**src/rtl/dcache_pkg.sv**
```systemverilog
package dcache_pkg;

  // Top address nibble that marks the uncached IO window.
  localparam logic [3:0] IO_NIBBLE = 4'hF;

  // Strobes from control to storage.
  typedef struct packed {
    logic fillWe;    // store one fetched word and its error flag
    logic fillDone;  // set valid and tag of the indexed line
    logic wrHit;     // merge write data into the hit word
    logic clearAll;  // drop every valid bit
  } cacheStrobe_t;

  function automatic logic inIoWindow(input logic [31:0] addr);
    return addr[31:28] == IO_NIBBLE;
  endfunction

endpackage

```
**src/rtl/dcache_store.sv**
```systemverilog
module dcache_store
  import dcache_pkg::*;
#(
  parameter int LINE_BYTES = 16,
  parameter int NUM_LINES  = 4,
  localparam int WORDS = LINE_BYTES / 4,
  localparam int CNT_W = (WORDS > 1) ? $clog2(WORDS) : 1
) (
  input  logic               clk,
  input  logic               rstN,
  input  cacheStrobe_t       strb,
  input  logic [29:0]        wordAddr,
  input  logic [31:0]        cpuWdata,
  input  logic [3:0]         cpuBe,
  input  logic [CNT_W-1:0]   fillCnt,
  input  logic [31:0]        memRdata,
  input  logic               memErr,
  output logic               hit,
  output logic               hitErr,
  output logic [31:0]        rdWord
);

  localparam int WOFF_W   = $clog2(WORDS);
  localparam int IDX_BITS = $clog2(NUM_LINES);
  localparam int TAG_W    = 30 - WOFF_W - IDX_BITS;
  localparam int LIDX_W   = (NUM_LINES > 1) ? IDX_BITS : 1;
  localparam int ENTRIES  = NUM_LINES * WORDS;
  localparam int EIDX_W   = (ENTRIES > 1) ? $clog2(ENTRIES) : 1;

  logic [TAG_W-1:0]   tagMem  [NUM_LINES];
  logic [31:0]        wordMem [ENTRIES];
  logic [ENTRIES-1:0] wordErr;
  logic [NUM_LINES-1:0] lineValid;

  logic [LIDX_W-1:0] lineIdx;
  logic [CNT_W-1:0]  wordSel;
  logic [TAG_W-1:0]  reqTag;
  logic [EIDX_W-1:0] rdEntry;
  logic [EIDX_W-1:0] fillEntry;

  // Field extraction; narrow variants when a field has no bits.
  if (NUM_LINES > 1) begin : g_index
    assign lineIdx = wordAddr[WOFF_W +: IDX_BITS];
  end else begin : g_noIndex
    assign lineIdx = '0;
  end

  if (WORDS > 1) begin : g_offset
    assign wordSel = wordAddr[0 +: WOFF_W];
  end else begin : g_noOffset
    assign wordSel = '0;
  end

  assign reqTag    = wordAddr[29 -: TAG_W];
  assign rdEntry   = EIDX_W'(32'(lineIdx) * 32'(WORDS) + 32'(wordSel));
  assign fillEntry = EIDX_W'(32'(lineIdx) * 32'(WORDS) + 32'(fillCnt));

  assign hit    = lineValid[lineIdx] && (tagMem[lineIdx] == reqTag);
  assign hitErr = wordErr[rdEntry];
  assign rdWord = wordMem[rdEntry];

  always_ff @(posedge clk or negedge rstN) begin
    if (!rstN) begin
      lineValid <= '0;
    end else if (strb.clearAll) begin
      lineValid <= '0;
    end else if (strb.fillDone) begin
      lineValid[lineIdx] <= 1'b1;
    end
  end

  always_ff @(posedge clk) begin
    if (strb.fillDone) begin
      tagMem[lineIdx] <= reqTag;
    end
    if (strb.fillWe) begin
      wordMem[fillEntry] <= memRdata;
      wordErr[fillEntry] <= memErr;
    end
    if (strb.wrHit) begin
      for (int lane = 0; lane < 4; lane++) begin
        if (cpuBe[lane]) begin
          wordMem[rdEntry][8*lane +: 8] <= cpuWdata[8*lane +: 8];
        end
      end
    end
  end

endmodule

```
**src/rtl/dcache_ctrl.sv**
```systemverilog
module dcache_ctrl
  import dcache_pkg::*;
#(
  parameter int LINE_BYTES = 16,
  localparam int WORDS = LINE_BYTES / 4,
  localparam int CNT_W = (WORDS > 1) ? $clog2(WORDS) : 1
) (
  input  logic             clk,
  input  logic             rstN,
  input  logic             cpuReq,
  input  logic             cpuWe,
  input  logic [31:0]      cpuAddr,
  input  logic [31:0]      cpuWdata,
  input  logic [3:0]       cpuBe,
  input  logic             clearReq,
  input  logic             hit,
  input  logic             hitErr,
  input  logic [31:0]      rdWord,
  output logic             cpuReady,
  output logic             cpuErr,
  output logic [31:0]      cpuRdata,
  output logic             memReq,
  output logic             memWe,
  output logic [31:0]      memAddr,
  output logic [31:0]      memWdata,
  output logic [3:0]       memBe,
  input  logic [31:0]      memRdata,
  input  logic             memAck,
  input  logic             memErr,
  output logic [CNT_W-1:0] fillCnt,
  output cacheStrobe_t     strb
);

  typedef enum logic [1:0] {ST_IDLE, ST_XFER, ST_FILL} ctrlState_t;

  ctrlState_t state, stateNext;
  logic [CNT_W-1:0] fillCntNext;
  logic             ioAccess;
  logic [31:0]      lineBase;
  logic             lastWord;

  assign ioAccess = inIoWindow(cpuAddr);
  assign lineBase = cpuAddr & ~(32'(LINE_BYTES) - 32'd1);
  assign lastWord = (fillCnt == CNT_W'(WORDS - 1));

  always_comb begin
    stateNext   = state;
    fillCntNext = fillCnt;
    strb        = '0;
    cpuReady    = 1'b0;
    cpuErr      = 1'b0;
    cpuRdata    = '0;
    memReq      = 1'b0;
    memWe       = 1'b0;
    memAddr     = cpuAddr;
    memWdata    = cpuWdata;
    memBe       = cpuBe;
    unique case (state)
      ST_IDLE: begin
        if (clearReq) begin
          strb.clearAll = 1'b1;
        end else if (cpuReq) begin
          if (cpuWe || ioAccess) begin
            stateNext = ST_XFER;
          end else if (hit) begin
            cpuReady = 1'b1;
            cpuErr   = hitErr;
            cpuRdata = rdWord;
          end else begin
            stateNext   = ST_FILL;
            fillCntNext = '0;
          end
        end
      end
      ST_XFER: begin
        memReq = 1'b1;
        memWe  = cpuWe;
        if (memAck) begin
          cpuReady   = 1'b1;
          cpuErr     = memErr;
          cpuRdata   = memRdata;
          strb.wrHit = cpuWe && !ioAccess && hit && !memErr;
          stateNext  = ST_IDLE;
        end
      end
      ST_FILL: begin
        memReq   = 1'b1;
        memBe    = 4'hF;
        memWdata = '0;
        memAddr  = lineBase | (32'(fillCnt) << 2);
        if (memAck) begin
          strb.fillWe = 1'b1;
          if (lastWord) begin
            strb.fillDone = 1'b1;
            stateNext     = ST_IDLE;
          end else begin
            fillCntNext = fillCnt + 1'b1;
          end
        end
      end
      default: stateNext = ST_IDLE;
    endcase
  end

  always_ff @(posedge clk or negedge rstN) begin
    if (!rstN) begin
      state   <= ST_IDLE;
      fillCnt <= '0;
    end else begin
      state   <= stateNext;
      fillCnt <= fillCntNext;
    end
  end

endmodule

```
**src/rtl/dcache_dm.sv**
```systemverilog
module dcache_dm
  import dcache_pkg::*;
#(
  parameter int LINE_BYTES = 16,
  parameter int NUM_LINES  = 4
) (
  input  logic        clk,
  input  logic        rstN,
  input  logic        cpuReq,
  input  logic        cpuWe,
  input  logic [31:0] cpuAddr,
  input  logic [31:0] cpuWdata,
  input  logic [3:0]  cpuBe,
  output logic [31:0] cpuRdata,
  output logic        cpuReady,
  output logic        cpuErr,
  input  logic        clearReq,
  output logic        memReq,
  output logic        memWe,
  output logic [31:0] memAddr,
  output logic [31:0] memWdata,
  output logic [3:0]  memBe,
  input  logic [31:0] memRdata,
  input  logic        memAck,
  input  logic        memErr
);

  localparam int WORDS = LINE_BYTES / 4;
  localparam int CNT_W = (WORDS > 1) ? $clog2(WORDS) : 1;

  if (LINE_BYTES < 4 || (LINE_BYTES & (LINE_BYTES - 1)) != 0) begin : g_badLine
    $error("LINE_BYTES must be a power of two of at least 4");
  end
  if (NUM_LINES < 1 || (NUM_LINES & (NUM_LINES - 1)) != 0) begin : g_badCount
    $error("NUM_LINES must be a power of two of at least 1");
  end

  cacheStrobe_t     strb;
  logic [CNT_W-1:0] fillCnt;
  logic             hit;
  logic             hitErr;
  logic [31:0]      rdWord;

  dcache_ctrl #(.LINE_BYTES(LINE_BYTES)) ctrl (
    .clk      (clk),
    .rstN     (rstN),
    .cpuReq   (cpuReq),
    .cpuWe    (cpuWe),
    .cpuAddr  (cpuAddr),
    .cpuWdata (cpuWdata),
    .cpuBe    (cpuBe),
    .clearReq (clearReq),
    .hit      (hit),
    .hitErr   (hitErr),
    .rdWord   (rdWord),
    .cpuReady (cpuReady),
    .cpuErr   (cpuErr),
    .cpuRdata (cpuRdata),
    .memReq   (memReq),
    .memWe    (memWe),
    .memAddr  (memAddr),
    .memWdata (memWdata),
    .memBe    (memBe),
    .memRdata (memRdata),
    .memAck   (memAck),
    .memErr   (memErr),
    .fillCnt  (fillCnt),
    .strb     (strb)
  );

  dcache_store #(.LINE_BYTES(LINE_BYTES), .NUM_LINES(NUM_LINES)) store (
    .clk      (clk),
    .rstN     (rstN),
    .strb     (strb),
    .wordAddr (cpuAddr[31:2]),
    .cpuWdata (cpuWdata),
    .cpuBe    (cpuBe),
    .fillCnt  (fillCnt),
    .memRdata (memRdata),
    .memErr   (memErr),
    .hit      (hit),
    .hitErr   (hitErr),
    .rdWord   (rdWord)
  );

endmodule

```
**config.mk**
```make
export PLATFORM = sky130hd
export DESIGN_NAME = dcache_dm
export DESIGN_NICKNAME = d
export VERILOG_FILES = /design/src/rtl/dcache_pkg.sv /design/src/rtl/dcache_store.sv /design/src/rtl/dcache_ctrl.sv /design/src/rtl/dcache_dm.sv
export SDC_FILE = /design/constraint.sdc
export NUM_CORES = 1
export LEC_CHECK = 0
export BUFFER_PORTS_ARGS = -buffer_cell sky130_fd_sc_hd__buf_2
export CAP_MARGIN = 20
export CORE_ASPECT_RATIO = 0.5
export CORE_UTILIZATION = 50
export DETAILED_ROUTE_END_ITERATION = 7
export PLACE_DENSITY = 0.82
export SYNTH_ARGS = -nofsm -noshare
export SYNTH_HDL_FRONTEND = slang
export SYNTH_HIERARCHICAL = 1
export SYNTH_SLANG_ARGS = --single-unit
```
**constraint.sdc**
```tcl
create_clock -name clk -period 3.45 [get_ports clk]
set_clock_uncertainty 0.1 [all_clocks]
set_input_delay 0.345 -clock clk [delete_from_list [all_inputs] [get_ports clk]]
set_output_delay 0.345 -clock clk [all_outputs]
set_load 0.05 [all_outputs]
```
==> qor.yml <==
hold-path-cell-count: 2
hold_end: "store/tagMem[2][21]"
hold_ws_ns: 0.0260
drt_iter0_drc: 3671
overflow: 0
cts_tree: "done"
final-seq-area_um2: 19200
grtUsageMet1_pct: 39.1
core-area_um2: 63500
power.leakage_nw: 14.7
rsz0062_at_grt: "true"
vias: 22366
relSlewSlack_pct: 6.29
fp.dieArea_um2: 65800
portBuffers: 210
fin_setup_tns_ns: -495.23
design_area_um2: 41700
setup.worst_path.end_class: "primary output"
netlist_instances: 1914
fin_ws_ns: -0.784
wl_per_cell_um: 33.3
multi_input_area_um2: 15000
use_met2_pct: 47.6
grt_pass1_wl_mm: 145
yosys_warnings: 6
final_layout_size_suffix_gt1_share_pct: 59.4
syn_avg_cell_area_um2: 16.9
clkTransAtPathRegs_ns: 0.06
tightest_slew_ns: 1.40
violations: "negative setup slack"
async_reset_ff_share_pct: 1.25
start_util_pct: 51.0
min_path_type: "in2reg"
ios: 211
finalHoldViolations: 0
synth_enable_flop_cells: 632
rrSetupSlack_ns: -0.66
cts_max_path_buffers: 3
die_w_um: 362
grt_antenna_before_repair: 7
ys.flop_type: "edfxtp_1"
grt.total_usage_pct: 30.0
synth_seq_area_share_pct: 59.3
synth_fp_nets: 2025
cts_made_buffers: 57
fin_nets: 2414
layout_common_cells: "632 x edfxtp_1, 363 x mux2_2, 175 x mux4_2, 173 x buf_2, 154 x mux2_4"
r2r_cells: 16
die_h_um: 182
cts_root_buffer: "clkbuf_16"
setup_viol: 1058
ir_worst_vdd_v: 0.000382
status: "finished with violations"
r2r-end: "store/wordMem[15][4]"
grt_max_degree: 47
worst_setup_path_start_kind: "flip-flop"
arrival_ns: 3.79
max_freq_mhz: 236
gp_congestion: 0.889
grt_pass1_vias: 21486
fill_cells: 3776
synthToLayoutAreaGrowth_pct: 28.9
final_common_cell: "edfxtp_1"
use_met3_pct: 7.95
clock_latency_ns: 0.61
htree_levels: 2
wl_mm: 107
syn_area_um2: 32400
ant_nets: 0
place_area_um2: 35900
reg2reg_from: "store/tagMem[2][6]"
drt_first_pass_iters: 6
hpwl_mm: 55.0
drc: 0
maxCapViolCount: 0
crit_type: "reg2out"
fin_crit_sh_pct: 123
via_per_inst: 6.94
synth.distinct_cells: 55
p_per_area_nw_per_um2: 449
required_ns: 3.00
top_usage_layer: "met2"
maxSlewViolCount: 0
num_rows: 65
critPathMaxFanout: 9
cts.sinks: 640
synth_seq_cells: 640
hold_start: "cpuAddr[27]"
fin_crit_ns: 4.23
## cells by family (layout without fill, tap and decap cells)
kind of cell | after synthesis | count (layout) | synth area share (%)
AO/OA/AOI/OAI | 73 | 73 | 1.76
adder cells (fa/ha/maj) | 4 | 4 | 0.155
buffers and inverters | 186 | 590 | 2.74
AND/OR/NAND/NOR | 274 | 306 | 4.30
other | 0 | 3 | 0
flip-flops | 640 | 640 | 59.3
multiplexers | 720 | 720 | 31.3
XOR/XNOR | 17 | 17 | 0.460
## Yosys cell counts (all sizes together), types with 7 or more instances
cell	number	share of area [%]
nor2	39	0.53
o21ai	15	0.23
xor2	10	0.27
clkbuf	97	1.1
or2	13	0.25
edfxtp	632	59
a22o	33	0.90
inv	25	0.29
nand2b	10	0.19
mux4	180	13
nand2	120	1.4
nand3	15	0.23
nor2b	37	0.72
mux2	518	18
dfrtp	8	0.62
buf	64	1.3
nor3	14	0.40
xnor2	7	0.19
and2	10	0.19
mux2i	22	0.68
## layout make-up
| class | count | area share [%] |
|---|---|---|
| multi-input cells | 1120 | 36.1 |
| flip-flops and latches | 640 | 46.0 |
| well taps | 871 | 2.61 |
| repair buffers | 459 | 10.7 |
| diodes | 3 | 0.0180 |
| clock inverters | 30 | 0.675 |
| inverters | 25 | 0.225 |
| clock buffers | 76 | 3.71 |
## timing repair
action                     4_1_cts  5_1_grt
gates cloned                    41        4
resized for setup              397      111
pin swaps                       61       30
hold buffers                    24        0
hold endpoints to repair        88        0
setup endpoints to repair     1058     1058
buffers inserted                37       42
## metal layers
layer  vias up  part of all wire (%)
met5         -                 0.051
met2      2184                    46
met3       516                    13
li1       8481                     -
met4         8                   6.5
met1     11177                    34
## through the flow
| step | instances | power [mW] | util (%) | setup slack, ns |
|---|---|---|---|---|
| 3_3_place_gp | 2978 | 11.9 | 56.5 | -1.04 |
| 2_1_floorplan | 1914 | 11.0 | - | -0.144 |
| 5_1_grt | 3222 | 19.1 | 65.7 | -0.927 |
| 4_1_cts | 3186 | 18.4 | 64.4 | -0.641 |
| 6_report | 3224 | 18.7 | 65.7 | -0.784 |
| 3_5_place_dp | 2978 | 12.0 | 56.5 | -1.14 |
## state kept, by name (all words and copies together) (netlist names)
register,count
ctrl/state,2
ctrl/fillCnt,2
store/wordErr,16
store/tagMem,104
store/lineValid,4
store/wordMem,512
## worst max path at each step
| stage | from | endpoint | slack [ns] | cells after the start |
|---|---|---|---|---|
| after floorplan | cpuAddr[4] | store/wordMem[4][24] | -0.14 | 14 |
| after global placement | cpuAddr[4] | store/wordMem[14][20] | -1.04 | 16 |
| after detailed placement | cpuAddr[4] | store/wordMem[14][19] | -1.14 | 15 |
| after CTS | store/tagMem[2][16] | cpuRdata[13] | -0.64 | 14 |
| after global routing | store/tagMem[2][17] | cpuRdata[6] | -0.93 | 14 |
| final | store/tagMem[2][6] | cpuRdata[6] | -0.78 | 14 |
## power breakdown
| part | switching (mW) | internal, mW |
|---|---|---|
| registers | 0.100 | 8.74 |
| clock network | 3.01 | 3.53 |
| logic | 2.23 | 1.11 |
| total | 5.34 | 13.4 |
## critical path, stage by stage, from the launching register on
cell and delay (ns):
edfxtp_1 0.39, mux2i_2 0.22, o22ai_2 0.11, a2111oi_2 0.35, a21oi_1 0.08, a2111o_1 0.39
nor4_4 0.34, buf_4 0.18, nand2_4 0.05, nor3b_4 0.20, buf_6 0.18, buf_12 0.13
buf_16 0.17, a22o_1 0.22, buf_6 0.18
Power figures use the tool's default switching activity.
